--- config.mk ---
export PLATFORM = sky130hd
export DESIGN_NAME = snp_inquire_ctrl
export DESIGN_NICKNAME = d
export VERILOG_FILES = /design/src/rtl/snp_inquire_pkg.sv /design/src/rtl/snp_window.sv /design/src/rtl/snp_burst.sv /design/src/rtl/snp_inquire_ctrl.sv
export SDC_FILE = /design/constraint.sdc
export NUM_CORES = 1
export LEC_CHECK = 0
export BUFFER_PORTS_ARGS = -buffer_cell sky130_fd_sc_hd__buf_2
export CAP_MARGIN = 20
export CORE_MARGIN = 4
export CORE_UTILIZATION = 25
export DETAILED_ROUTE_END_ITERATION = 7
export HOLD_SLACK_MARGIN = 0.15
export PLACE_DENSITY = 0.45
export SYNTH_ARGS = -nofsm -noshare
export SYNTH_HDL_FRONTEND = slang
export SYNTH_SLANG_ARGS = --single-unit
export TNS_END_PERCENT = 1
--- constraint.sdc ---
create_clock -name clk -period 2.4 [get_ports clk]
set_clock_uncertainty 0.05 [all_clocks]
set_input_delay 0.48 -clock clk [delete_from_list [all_inputs] [get_ports clk]]
set_output_delay 0.48 -clock clk [all_outputs]
set_load 0.005 [all_outputs]
--- src/rtl/snp_inquire_pkg.sv ---
package snp_inquire_pkg;

    typedef enum logic [2:0] {
        ST_IDLE,
        ST_LOOK,
        ST_WAIT_ADS,
        ST_BURST,
        ST_JOIN,
        ST_DRAIN
    } snp_state_e;

endpackage

--- src/rtl/snp_window.sv ---
module snp_window (
    input  logic clk,
    input  logic rst,
    input  logic hold_i,
    input  logic ahold_i,
    input  logic cpu_reset_i,
    input  logic cpu_init_i,
    input  logic cpu_ads_i,
    output logic win_ok_o
);

    typedef struct packed {
        logic hold;
        logic rel;
        logic creset;
        logic bist;
    } win_reg_t;

    win_reg_t q, d;

    always_comb begin
        d        = q;
        d.hold   = hold_i;
        d.rel    = q.hold & ~hold_i;
        d.creset = cpu_reset_i;
        if (q.creset && !cpu_reset_i && cpu_init_i) begin
            d.bist = 1'b1;
        end else if (cpu_ads_i) begin
            d.bist = 1'b0;
        end
        win_ok_o = (ahold_i | hold_i | (q.hold & ~hold_i))
                 & ~(q.rel & ~hold_i)
                 & ~q.bist;
    end

    always_ff @(posedge clk) begin
        if (rst) begin
            q <= '0;
        end else begin
            q <= d;
        end
    end

endmodule

--- src/rtl/snp_burst.sv ---
module snp_burst #(
    parameter int AW     = 32,
    parameter int LINE_W = 5,
    parameter int BEATS  = 4
) (
    input  logic                 clk,
    input  logic                 rst,
    input  logic                 cpu_ads_i,
    input  logic                 cpu_wbk_i,
    input  logic [AW-LINE_W-1:0] ads_line_i,
    input  logic                 cpu_brdy_i,
    output logic                 run_o,
    output logic                 last_o,
    output logic [AW-LINE_W-1:0] line_o
);

    localparam int BW = (BEATS > 1) ? $clog2(BEATS) : 1;
    localparam logic [BW-1:0] LAST_BEAT = BW'(BEATS - 1);

    typedef struct packed {
        logic                 run;
        logic [BW-1:0]        beat;
        logic [AW-LINE_W-1:0] line;
    } burst_reg_t;

    burst_reg_t q, d;

    always_comb begin
        d      = q;
        last_o = q.run & cpu_brdy_i & (q.beat == LAST_BEAT);
        if (cpu_ads_i && cpu_wbk_i) begin
            d.run  = 1'b1;
            d.beat = '0;
            d.line = ads_line_i;
        end else if (q.run && cpu_brdy_i) begin
            if (q.beat == LAST_BEAT) begin
                d.run = 1'b0;
            end else begin
                d.beat = q.beat + 1'b1;
            end
        end
        run_o  = q.run;
        line_o = q.line;
    end

    always_ff @(posedge clk) begin
        if (rst) begin
            q <= '0;
        end else begin
            q <= d;
        end
    end

endmodule

--- src/rtl/snp_inquire_ctrl.sv ---
module snp_inquire_ctrl
    import snp_inquire_pkg::*;
#(
    parameter int AW       = 32,
    parameter int LINE_W   = 5,
    parameter int BEATS    = 4,
    parameter int LOOK_LAT = 2
) (
    input  logic          clk,
    input  logic          rst,
    input  logic          mst_ads_i,
    input  logic [AW-1:0] mst_addr_i,
    input  logic          hold_i,
    input  logic          ahold_i,
    input  logic          cpu_reset_i,
    input  logic          cpu_init_i,
    input  logic          cpu_ads_i,
    input  logic          cpu_wbk_i,
    input  logic          cpu_btm_i,
    input  logic [AW-1:0] cpu_addr_i,
    input  logic          cpu_brdy_i,
    input  logic          cpu_hitm_i,
    output logic          eads_o,
    output logic          busy_o,
    output logic          join_o,
    output logic          wb_latched_o,
    output logic [AW-1:0] wb_addr_o,
    output logic [AW-4:0] btm_addr_o
);

    localparam int CW = (LOOK_LAT > 1) ? $clog2(LOOK_LAT) : 1;
    localparam logic [CW-1:0] LAST_CNT = CW'(LOOK_LAT - 1);

    typedef struct packed {
        snp_state_e    state;
        logic [CW-1:0] cnt;
        logic [AW-1:0] inq_addr;
        logic          kept;
        logic          use_cp;
        logic          joined;
        logic [AW-4:0] btm;
    } ctl_reg_t;

    ctl_reg_t q, d;

    logic                 win_ok;
    logic                 wb_run;
    logic                 wb_last;
    logic [AW-LINE_W-1:0] wb_line;
    logic                 free_now;
    logic                 line_hit;

    snp_window u_window (
        .clk        (clk),
        .rst        (rst),
        .hold_i     (hold_i),
        .ahold_i    (ahold_i),
        .cpu_reset_i(cpu_reset_i),
        .cpu_init_i (cpu_init_i),
        .cpu_ads_i  (cpu_ads_i),
        .win_ok_o   (win_ok)
    );

    snp_burst #(
        .AW    (AW),
        .LINE_W(LINE_W),
        .BEATS (BEATS)
    ) u_burst (
        .clk       (clk),
        .rst       (rst),
        .cpu_ads_i (cpu_ads_i),
        .cpu_wbk_i (cpu_wbk_i),
        .ads_line_i(cpu_addr_i[AW-1:LINE_W]),
        .cpu_brdy_i(cpu_brdy_i),
        .run_o     (wb_run),
        .last_o    (wb_last),
        .line_o    (wb_line)
    );

    always_comb begin
        d        = q;
        free_now = (q.state == ST_IDLE) || ((q.state == ST_DRAIN) && !cpu_hitm_i);
        eads_o   = mst_ads_i & win_ok & free_now;
        line_hit = wb_run && (mst_addr_i[AW-1:LINE_W] == wb_line);

        unique case (q.state)
            ST_LOOK: begin
                if (!ahold_i) d.kept = 1'b0;
                if (q.cnt == LAST_CNT) begin
                    if (cpu_hitm_i) begin
                        if (q.joined) begin
                            d.state = (wb_run && !wb_last) ? ST_JOIN : ST_DRAIN;
                        end else begin
                            d.state = ST_WAIT_ADS;
                        end
                    end else begin
                        d.state  = ST_IDLE;
                        d.joined = 1'b0;
                    end
                end else begin
                    d.cnt = q.cnt + 1'b1;
                end
            end
            ST_WAIT_ADS: begin
                if (cpu_ads_i) begin
                    d.use_cp = q.kept & ahold_i;
                    d.state  = ST_BURST;
                end
                if (!ahold_i) d.kept = 1'b0;
            end
            ST_BURST: begin
                if (wb_last) begin
                    d.state  = ST_DRAIN;
                    d.use_cp = 1'b0;
                end
            end
            ST_JOIN: begin
                if (wb_last || !wb_run) d.state = ST_DRAIN;
            end
            ST_DRAIN: begin
                if (!cpu_hitm_i) begin
                    d.state  = ST_IDLE;
                    d.joined = 1'b0;
                end
            end
            default: ;
        endcase

        if (eads_o) begin
            d.state    = ST_LOOK;
            d.cnt      = '0;
            d.inq_addr = mst_addr_i;
            d.kept     = ahold_i;
            d.use_cp   = 1'b0;
            d.joined   = line_hit;
        end

        if (cpu_ads_i && cpu_btm_i) begin
            d.btm = cpu_addr_i[AW-1:3];
        end

        wb_latched_o = ((q.state == ST_WAIT_ADS) && q.kept && ahold_i)
                     || ((q.state == ST_BURST) && q.use_cp);
        wb_addr_o    = wb_latched_o ? q.inq_addr : cpu_addr_i;
        busy_o       = (q.state != ST_IDLE);
        join_o       = q.joined;
        btm_addr_o   = q.btm;
    end

    always_ff @(posedge clk) begin
        if (rst) begin
            q       <= '0;
            q.state <= ST_IDLE;
        end else begin
            q <= d;
        end
    end

endmodule

==> results of run 1 <==
[kinds of logic (layout without fill, tap and decap cells)]
| logic type | after synthesis | after routing | synth area share |
|---|---|---|---|
| xor+xnor | 28 | 28 | 0.0521 |
| fa+ha+maj | 2 | 2 | 0.00531 |
| other cells | 0 | 1 | 0 |
| buf+inv | 68 | 170 | 0.0861 |
| mux | 35 | 35 | 0.0829 |
| simple gates | 235 | 235 | 0.214 |
| compound gates | 109 | 109 | 0.127 |
| flops | 102 | 102 | 0.433 |
[synth_stat cells, types with 2 or more instances]
library cell / count
xor2_1: 11
nor4_1: 3
or3_1: 2
nor2b_1: 4
xnor2_1: 17
nand2_1: 186
mux2i_1: 3
buf_4: 35
a211oi_1: 2
buf_2: 3
nor3_1: 7
nand3_1: 2
clkbuf_1: 24
and2_1: 3
inv_1: 2
nand4_1: 5
nor2_1: 7
nor3b_1: 4
a31oi_1: 2
o21ai_0: 4
nand3_2: 2
nand3b_1: 4
a21oi_1: 90
dfxtp_1: 102
mux2_2: 32
buf_6: 2
o22a_1: 2
ha_1: 2
or2b_1: 2
[layout by cell type, fill, tap and decap left out, types with 5 or more instances in the layout]
cell / instances
buf_4: 11
nor3_1: 7
dfxtp_1: 99
mux2_2: 32
nand4_1: 5
a21oi_1: 90
xor2_1: 11
clkbuf_16: 9
buf_2: 139
nand2_1: 186
nor2_1: 7
xnor2_1: 17
[state kept, by name, summed over array words and instances (netlist names)]
name / count
q: 38
btm_addr_o: 29
u_burst.line_o: 27
u_window.q: 4
u_burst.q: 2
join_o: 1
u_burst.run_o: 1
[routing by layer]
layer	part of all wire	routed length [µm]	GRT usage
met5	0	0	0
met4	0.012	176	0.0351
met3	0.053	775	0.0415
met2	0.47	6950	0.235
met1	0.46	6740	0.173
[final cells by class]
type	count	share of cell area
antenna	1	0.000435
clock buffer	13	0.0452
clock inverter	1	0.00522
inverter	3	0.00196
multi-input combinational	409	0.395
sequential	102	0.356
tap	229	0.0498
timing repair buffer	153	0.147
[worst register-to-register path: cells and delay by family, from the launching register on]
family                 cells  cell delay (ns)
AOI/OAI and AO/OA          1             0.17
buffers and inverters      1             0.20
DFF                        1             0.38
and+or+nand+nor            4             0.97
[what timing repair did]
| item | in CTS | in global routing |
|---|---|---|
| gates cloned | 1 | 0 |
| pin swaps | 1 | 0 |
| hold endpoints to repair | 0 | 0 |
| hold buffers | 0 | 0 |
| endpoints found under the setup margin | 31 | 14 |
| gates resized for setup | 6 | 2 |
[where the power goes]
part	internal, µW	switching [µW]
clock	856	629
combinational	254	345
sequential	1790	58.7
total	2900	1030
[worst min-delay path by stage]
| stage | startpoint | endpoint | cells past startpoint | slack (ns) |
|---|---|---|---|---|
| 3_3_place_gp | q[39]$_SDFFE_PP0P_ | q[39]$_SDFFE_PP0P_ | 2 | 0.39 |
| 3_5_place_dp | btm_addr_o[10]$_SDFFE_PP0P_ | btm_addr_o[10]$_SDFFE_PP0P_ | 2 | 0.39 |
| 5_1_grt | hold_i | u_window.q[2]$_SDFF_PP0_ | 2 | 0.27 |
| 2_1_floorplan | q[32]$_SDFFE_PP0P_ | q[32]$_SDFFE_PP0P_ | 2 | 0.38 |
| 4_1_cts | hold_i | u_window.q[2]$_SDFF_PP0_ | 2 | 0.25 |
| 6_report | hold_i | u_window.q[2]$_SDFF_PP0_ | 2 | 0.27 |
[per-stage QoR]
step	area (µm²)	hold WS (ns)	TNS, ns	worst slack, ns	cells
after floorplan	4710	0.383	0	0.345	579
after CTS	5750	0.254	0	0.0402	910
after detailed placement	5420	0.395	0	0.181	895
final	5760	0.272	0	0.0853	911
after global routing	5760	0.266	-0.000811	-0.000811	911
after global placement	5420	0.388	0	0.196	895
==> metrics.txt, run 1 <==
CP endpoint kind output port; worst path buffer plus inverter count 2; storage element area 2050 µm²; post-synthesis average cell area approximately 8.1 µm²; Cell Area, Synth 4710 µm²; Filler Cells Inserted a little under 2000; Netlist cell types 44; number of synthesized flops with an enable pin 0; Port Buffers 140; Post-CTS Setup Bufs 0; CP arrival between 1.5 and 2 ns; Seq cells post-synth 102; final WL roughly 15000 µm; CTS Buffer Depth 2; Post-Syn Instances between 500 and 600; detailed router's first-iteration violation count 234; register area share after synthesis 0.433; Critical-path top delay cell dfxtp_4; chip width 145 µm; clk sinks 102; Max stage delay on crit path 0.40 ns; chip height 145 µm; post-synth top area share 0.433; Worst Path Required around 1.9 ns; H-tree depth 3; CP startpoint q[66]$_SDFFE_PP0P_; GRT Util Overall 0.139; area of the multi-input gates 2270 µm²; peak supply drop 0.335 mV; Power Density 684 nW/µm²; critical path type reg -> out; final clock period utilization by the worst path 0.964; vias per cell 4.57; Starting Density 0.258; routed len/inst 16.1 µm; reg2reg setup slack between 0.5 and 0.6 ns; startpoint types flip-flop; GRT overflow 0; clock root cell clkbuf_16; Layout area overhead 22.2%; share of cells above drive strength 1 0.305; Slew HR 0.692; DRC viols 0; Layout Nets 756; TritonRoute pass-1 iters 4; Tmin final 2.31 ns; first-pass GRT wire length 23200 µm; number of global-route vias before repair 4186; Post-DRT Antenna Nets 0; Worst Reg2Reg Path Length in Cells 6; run status finished, final reports clean; Final Setup Violations 0; dominant synthesized flop cell dfxtp_1; die area around 21000 µm²; HPWL after detailed placement 10200 µm; crit-path max FO 14; MaxCap Viol Count 0; num rows 49; worst-margin pin slew 0.462 ns; overall power roughly 3900 µW; initial antenna violation count 1; RR Startpoint q[65]$_SDFFE_PP0P_; post-synth net total 657; TritonCTS Buffers 9; ys async rst share 0; clock latency on the worst-skew pair 0.35 ns; CP endpoint wb_addr_o[18]; vias 4163; IO Count 141; top cells by area, synth dfxtp_1 (43%), nand2_1 (15%), a21oi_1 (9.6%); leakage 0.00234 µW; WP depth 5; final hold vios 0; Ys Warns 0; Core Area 18300 µm²; capture point of the worst reg-to-reg path q[66]$_SDFFE_PP0P_; Hold Path Class in -> reg; largest net degree at the start of global routing 103; Yosys top cell by area dfxtp_1; max-slew violation count 0; Critical Path, Cell by Cell nor2b_4 > and2_4 > buf_12 > mux2_2 > buf_2; GP Congestion 0.811; Clk pin slew, worst setup/hold paths 0.06 ns; TritonCTS clock tree built; highest clock rate 432 MHz; cell family with most CP delay flip-flops; Post-Route Utilization 0.315
Note: power is estimated with default switching activity, not from simulation.
==> inputs of run 2 (changes only) <==
--- a/config.mk
+++ b/config.mk
@@ -8,10 +8,10 @@
 export BUFFER_PORTS_ARGS = -buffer_cell sky130_fd_sc_hd__buf_2
 export CAP_MARGIN = 20
 export CORE_MARGIN = 4
-export CORE_UTILIZATION = 25
+export CORE_UTILIZATION = 50
 export DETAILED_ROUTE_END_ITERATION = 7
 export HOLD_SLACK_MARGIN = 0.15
-export PLACE_DENSITY = 0.45
+export PLACE_DENSITY = 0.78
 export SYNTH_ARGS = -nofsm -noshare
 export SYNTH_HDL_FRONTEND = slang
 export SYNTH_SLANG_ARGS = --single-unit
==> run 2 against run 1 <==
Against the previous run: sequential share of layout area increased by 1.0 points; core utilization increased by 29 points; global-route usage increased by 8.1 points; routed wire length decreased by 12%; total power decreased by 8.5%; hold slack got worse by 0.026 ns; final cell count decreased by 12%; non-clock buffer count increased by 7; largest cell class unchanged; fmax decreased by 0.87%.
==> metrics.txt, run 2 (synthesis gave the netlist of run 1 again) <==
crit-path max FO 13 (was 14); CP startpoint q[67]$_SDFFE_PP0P_ (was q[66]$_SDFFE_PP0P_); CTS Buffer Depth 2 (unchanged); Clk pin slew, worst setup/hold paths 0.09 ns (was 0.06 ns); Tmin final 2.33 ns (was 2.31 ns); leakage 0.00235 µW (was 0.00234 µW); first-pass GRT wire length 19700 µm (was 23200 µm); num rows 35 (was 49); final hold vios 0 (unchanged); Starting Density 0.512 (was 0.258); critical path type reg -> out (unchanged); MaxCap Viol Count 0 (unchanged); Hold WS 0.247 ns (was 0.272 ns); Largest register FFs 38 (unchanged); share of cells above drive strength 1 0.317 (was 0.305); area of the multi-input gates 2270 µm² (about the same); max-slew violation count 0 (unchanged); final clock period utilization by the worst path 0.973 (was 0.964); Hold Path Class in -> reg (unchanged); IO Count 141 (unchanged); CP arrival 1.80 ns (was 1.78 ns); chip height 105 µm (was 145 µm); largest net degree at the start of global routing 59 (was 103); Power Density 643 nW/µm² (was 684 nW/µm²); ANT cells 0 (was 1); CTS Hold Bufs 0 (unchanged); beginning of the worst hold path hold_i (unchanged); TritonCTS Buffers 9 (unchanged); die area 11000 µm² (was 21100 µm²); run status finished, final reports clean (unchanged); Worst Path Required 1.87 ns (about the same); H-tree depth 3 (unchanged); startpoint types flip-flop (unchanged); worst-margin pin slew 0.598 ns (was 0.462 ns); DRC viols 0 (unchanged); Largest Register q (unchanged); setup tns final 0 ns (unchanged); most common cell after layout, fill and taps aside nand2_1 (unchanged); RR Startpoint q[65]$_SDFFE_PP0P_ (unchanged); Post-DRT Antenna Nets 0 (unchanged); highest clock rate 428 MHz (was 432 MHz); TritonCTS clock tree built (unchanged); clock root cell clkbuf_8 (was clkbuf_16); vias 4316 (was 4163); routed len/inst 16.1 µm (about the same); Slew HR 0.601 (was 0.692); TritonRoute pass-1 iters 7 (was 4); HPWL after detailed placement 8810 µm (was 10200 µm); vias per cell 5.39 (was 4.57); RSZ-0062 raised after global routing no; initial antenna violation count 0 (was 1); Post-Route Utilization 0.609 (was 0.315); Layout area overhead 18.9% (was 22.2%); Layout Nets 763 (was 756); Core Area 9200 µm² (was 18300 µm²); GP Congestion 0.793 (was 0.811); clock latency on the worst-skew pair 0.37 ns (was 0.35 ns); GRT overflow 0 (unchanged); detailed router's first-iteration violation count 300 (was 234); clk sinks 102 (unchanged); peak supply drop 0.349 mV (was 0.335 mV); storage element area 2050 µm² (about the same); number of global-route vias before repair 3967 (was 4186); most frequent cells in the layout nand2_1 (186), buf_2 (139), dfxtp_1 (99), a21oi_1 (90), mux2_2 (32) (unchanged); Port Buffers 140 (unchanged); GRT Util Overall 0.220 (was 0.139); chip width 105 µm (was 145 µm); Final Setup Violations 0 (unchanged); CP endpoint kind output port (unchanged); final WL 12900 µm (was 14600 µm); Filler Cells Inserted 806 (was 1944)
## run 2: cell count changes in the layout (fill, tap and decap cells not counted), moves of 2 or more
cell | before | now
inv_6 | 0 | 3
buf_4 | 11 | 17
clkbuf_16 | 9 | 2
clkinv_4 | 0 | 2
clkbuf_1 | 2 | 0
clkbuf_8 | 2 | 10
## run 2: routing by layer
metal / vias to the layer above / track usage / routed length (µm)
li1: 2111 / - / -
met1: 2003 / 0.286 / 5500
met2: 170 / 0.369 / 6200
met3: 32 / 0.0401 / 876
met4: 0 / 0.0722 / 355
met5: - / 0 / 0
## run 2: final timing paths
path | slack, ns | cells after the start | to
min reg2reg | 0.41 | 2 | btm_addr_o[26]$_SDFFE_PP0P_
max reg2reg | 0.53 | 6 | q[65]$_SDFFE_PP0P_
max | 0.07 | 5 | wb_addr_o[29]
min | 0.25 | 2 | u_window.q[2]$_SDFF_PP0_
## run 2: worst max-delay path, stage by stage (launching register included)
cell and delay [ns]:
dfxtp_4 0.40, nor2b_2 0.14, and2_4 0.24, clkbuf_16 0.20
mux2_2 0.34, buf_2 0.13
## run 2: area by class of cell
class	instances	area share
sequential	102	0.366
tap	111	0.0248
multi-input combinational	409	0.405
timing repair buffer	160	0.164
inverter	3	0.00201
clock inverter	6	0.0132
clock buffer	10	0.0246
## run 2: through the flow
stage	std cells	worst slack (ns)	area, µm²	power [µW]
4_1_cts	797	0.00686	5530	3590
3_3_place_gp	780	0.233	5290	2450
5_1_grt	801	0.00228	5600	3770
2_1_floorplan	579	0.345	4710	2260
3_5_place_dp	780	0.167	5290	2470
6_report	801	0.0650	5600	3600
## run 2: power breakdown
| part | internal [µW] | leakage [µW] | total, µW | switching, µW |
|---|---|---|---|---|
| logic | 261 | 0.00140 | 601 | 340 |
| clock network | 526 | 0.000108 | 1150 | 623 |
| registers | 1790 | 0.000836 | 1850 | 58.6 |
## run 2: timing repair
action                     CTS  global route
setup endpoints to repair   32            32
setup buffers                0             2
pin swaps                    0             1
gates resized for setup      5             4
gates cloned                 1             2
==> inputs of run 3 (changes only) <==
--- a/config.mk
+++ b/config.mk
@@ -12,6 +12,7 @@
 export DETAILED_ROUTE_END_ITERATION = 7
 export HOLD_SLACK_MARGIN = 0.15
 export PLACE_DENSITY = 0.78
+export SETUP_SLACK_MARGIN = 0.4
 export SYNTH_ARGS = -nofsm -noshare
 export SYNTH_HDL_FRONTEND = slang
 export SYNTH_SLANG_ARGS = --single-unit
==> run 3 against run 2 <==
Against the previous run: non-clock buffer count is 2 higher; flip-flop and latch count did not move; clock power shrank 5%; largest cell class unchanged; routed wire length up 3.4%; final cell count rose by 0.12%.
==> metrics.txt, run 3 (synthesis gave the netlist of run 1 again) <==
run status finished, final reports clean (unchanged); Critical-path top delay cell dfxtp_2 (was dfxtp_4); final WL 13400 µm (was 12900 µm); ANT cells 0 (unchanged); Seq pwr share 0.514 (about the same); Final Setup Violations 0 (unchanged); most frequent cells in the layout nand2_1 (186), buf_2 (106), dfxtp_1 (100), a21oi_1 (90), buf_6 (33) (was nand2_1 (186), buf_2 (139), dfxtp_1 (99), a21oi_1 (90), mux2_2 (32)); Hold Path Class in -> reg (unchanged); initial antenna violation count 0 (unchanged); largest net degree at the start of global routing 63 (was 59); Critical Path, Cell by Cell nand2_1 > o21ai_1 > and2_4 > buf_12 > clkbuf_16 > mux2_4 > buf_6 (was nor2b_2 > and2_4 > clkbuf_16 > mux2_2 > buf_2); leakage 0.00254 µW (was 0.00235 µW); Worst Path Required 1.87 ns (about the same); DRC viols 0 (unchanged); worst-margin pin slew 0.624 ns (was 0.598 ns); share of cells above drive strength 1 0.318 (was 0.317); first-pass GRT wire length 19500 µm (was 19700 µm); portion of total power attributed to combinational logic 0.184 (was 0.167); Starting Density 0.512 (unchanged); Layout Nets 765 (was 763); RSZ-0062 raised after global routing yes (was no); number of global-route vias before repair 4047 (was 3967); CP startpoint q[31]$_SDFFE_PP0P_ (was q[67]$_SDFFE_PP0P_); CP arrival 1.82 ns (was 1.80 ns); final hold vios 0 (unchanged); crit-path max FO 5 (was 13); startpoint types flip-flop (unchanged); Clk pin slew, worst setup/hold paths 0.09 ns (about the same); Post-DRT Antenna Nets 0 (unchanged); MaxCap Viol Count 0 (unchanged); Largest register FFs 38 (unchanged); HPWL after detailed placement 8900 µm (was 8810 µm); Switch Pwr 1010 µW (was 1020 µW); Core Area 9200 µm² (unchanged); overall power 3600 µW (about the same); Port Buffers 140 (unchanged); vias 4302 (was 4316); CTS Buffer Depth 2 (unchanged); GRT Util Overall 0.219 (was 0.220); most common cell after layout, fill and taps aside nand2_1 (unchanged); TritonCTS clock tree built (unchanged); Tmin final 2.35 ns (was 2.33 ns); IO Count 141 (unchanged); H-tree depth 3 (unchanged); final clock period utilization by the worst path 0.979 (was 0.973); TritonCTS Buffers 9 (unchanged); Largest Register q (unchanged); Hold WS 0.245 ns (was 0.247 ns); beginning of the worst hold path hold_i (unchanged); chip width 105 µm (unchanged); detailed router's first-iteration violation count 187 (was 300); Slew HR 0.584 (was 0.601); routed len/inst 16.7 µm (was 16.1 µm); max-slew violation count 0 (unchanged); Max stage delay on crit path 0.35 ns (was 0.40 ns); highest clock rate 425 MHz (was 428 MHz); chip height 105 µm (unchanged); RR Startpoint q[65]$_SDFFE_PP0P_ (unchanged); TritonRoute pass-1 iters 5 (was 7); clk sinks 102 (unchanged); vias per cell 5.36 (was 5.39); Layout area overhead 27.1% (was 18.9%); clock latency on the worst-skew pair 0.37 ns (about the same); GP Congestion 0.832 (was 0.793); Power Density 601 nW/µm² (was 643 nW/µm²); CP endpoint kind output port (unchanged); clock root cell clkbuf_8 (unchanged); switching part of the total 0.282 (was 0.284); critical path type reg -> out (unchanged); P_int 2590 µW (was 2580 µW); num rows 35 (unchanged); die area 11000 µm² (unchanged); GRT overflow 0 (unchanged); peak supply drop 0.427 mV (was 0.349 mV); Clk pwr share 0.302 (was 0.319)
==> run 3: power by group through the flow <==
stage / Clock [µW] / Sequential [µW] / Combinational (µW)
floorplan: 0 / 1870 / 388
global placement: 0 / 1880 / 566
detailed placement: 0 / 1890 / 587
CTS: 1100 / 1850 / 595
global route: 1170 / 1860 / 726
finish: 1090 / 1850 / 662
==> run 3: stage by stage <==
stage               instances  worst slack, ns  cell area, µm²  setup TNS (ns)   util
floorplan                 579            0.427            4710               0      -
global placement          780            0.238            5290               0  0.575
detailed placement        780            0.172            5290               0  0.575
CTS                       799           0.0475            5580               0  0.607
global route              802          -0.0192            5990         -0.0636  0.651
finish                    802           0.0493            5990               0  0.651
==> run 3: final cells by class <==
| cell class | instances | area (µm²) |
|---|---|---|
| multi-input cells | 409 | 2400 |
| flip-flops and latches | 102 | 2050 |
| inverters | 3 | 11.3 |
| repair buffers | 162 | 1200 |
| fillers | 726 | 3210 |
| well taps | 111 | 139 |
| clock buffers | 9 | 124 |
| clock inverters | 6 | 72.6 |
==> run 3: path summary, 6_finish.rpt <==
path	end	slack, ns	cells after the start
worst max-delay path	wb_addr_o[20]	0.05	7
worst min-delay path	u_window.q[2]$_SDFF_PP0_	0.24	2
worst max register to register	q[66]$_SDFFE_PP0P_	0.58	6
worst min register to register	btm_addr_o[14]$_SDFFE_PP0P_	0.41	2
==> run 3: layer usage <==
| layer | GRT usage | up-vias | routed length [µm] |
|---|---|---|---|
| li1 | - | 2098 | - |
| met1 | 0.271 | 1996 | 5550 |
| met3 | 0.0506 | 22 | 922 |
| met5 | 0 | - | 0 |
| met2 | 0.365 | 186 | 6630 |
| met4 | 0.0918 | 0 | 272 |
==> run 3: what timing repair did <==
item / in CTS / in global routing
setup endpoints to repair: 34 / 34
endpoints found under the hold margin: 0 / 0
pin swaps: 1 / 2
cloned: 1 / 3
resized for setup: 9 / 67
buffers inserted: 3 / 0
hold buffers: 0 / 0
==> run 3: critical path, delay by kind of cell, from the launching register on <==
family / cells / cell delay, ns
simple gates: 2 / 0.24
buf+inv: 3 / 0.42
flops: 1 / 0.35
mux: 1 / 0.31
compound gates: 1 / 0.15
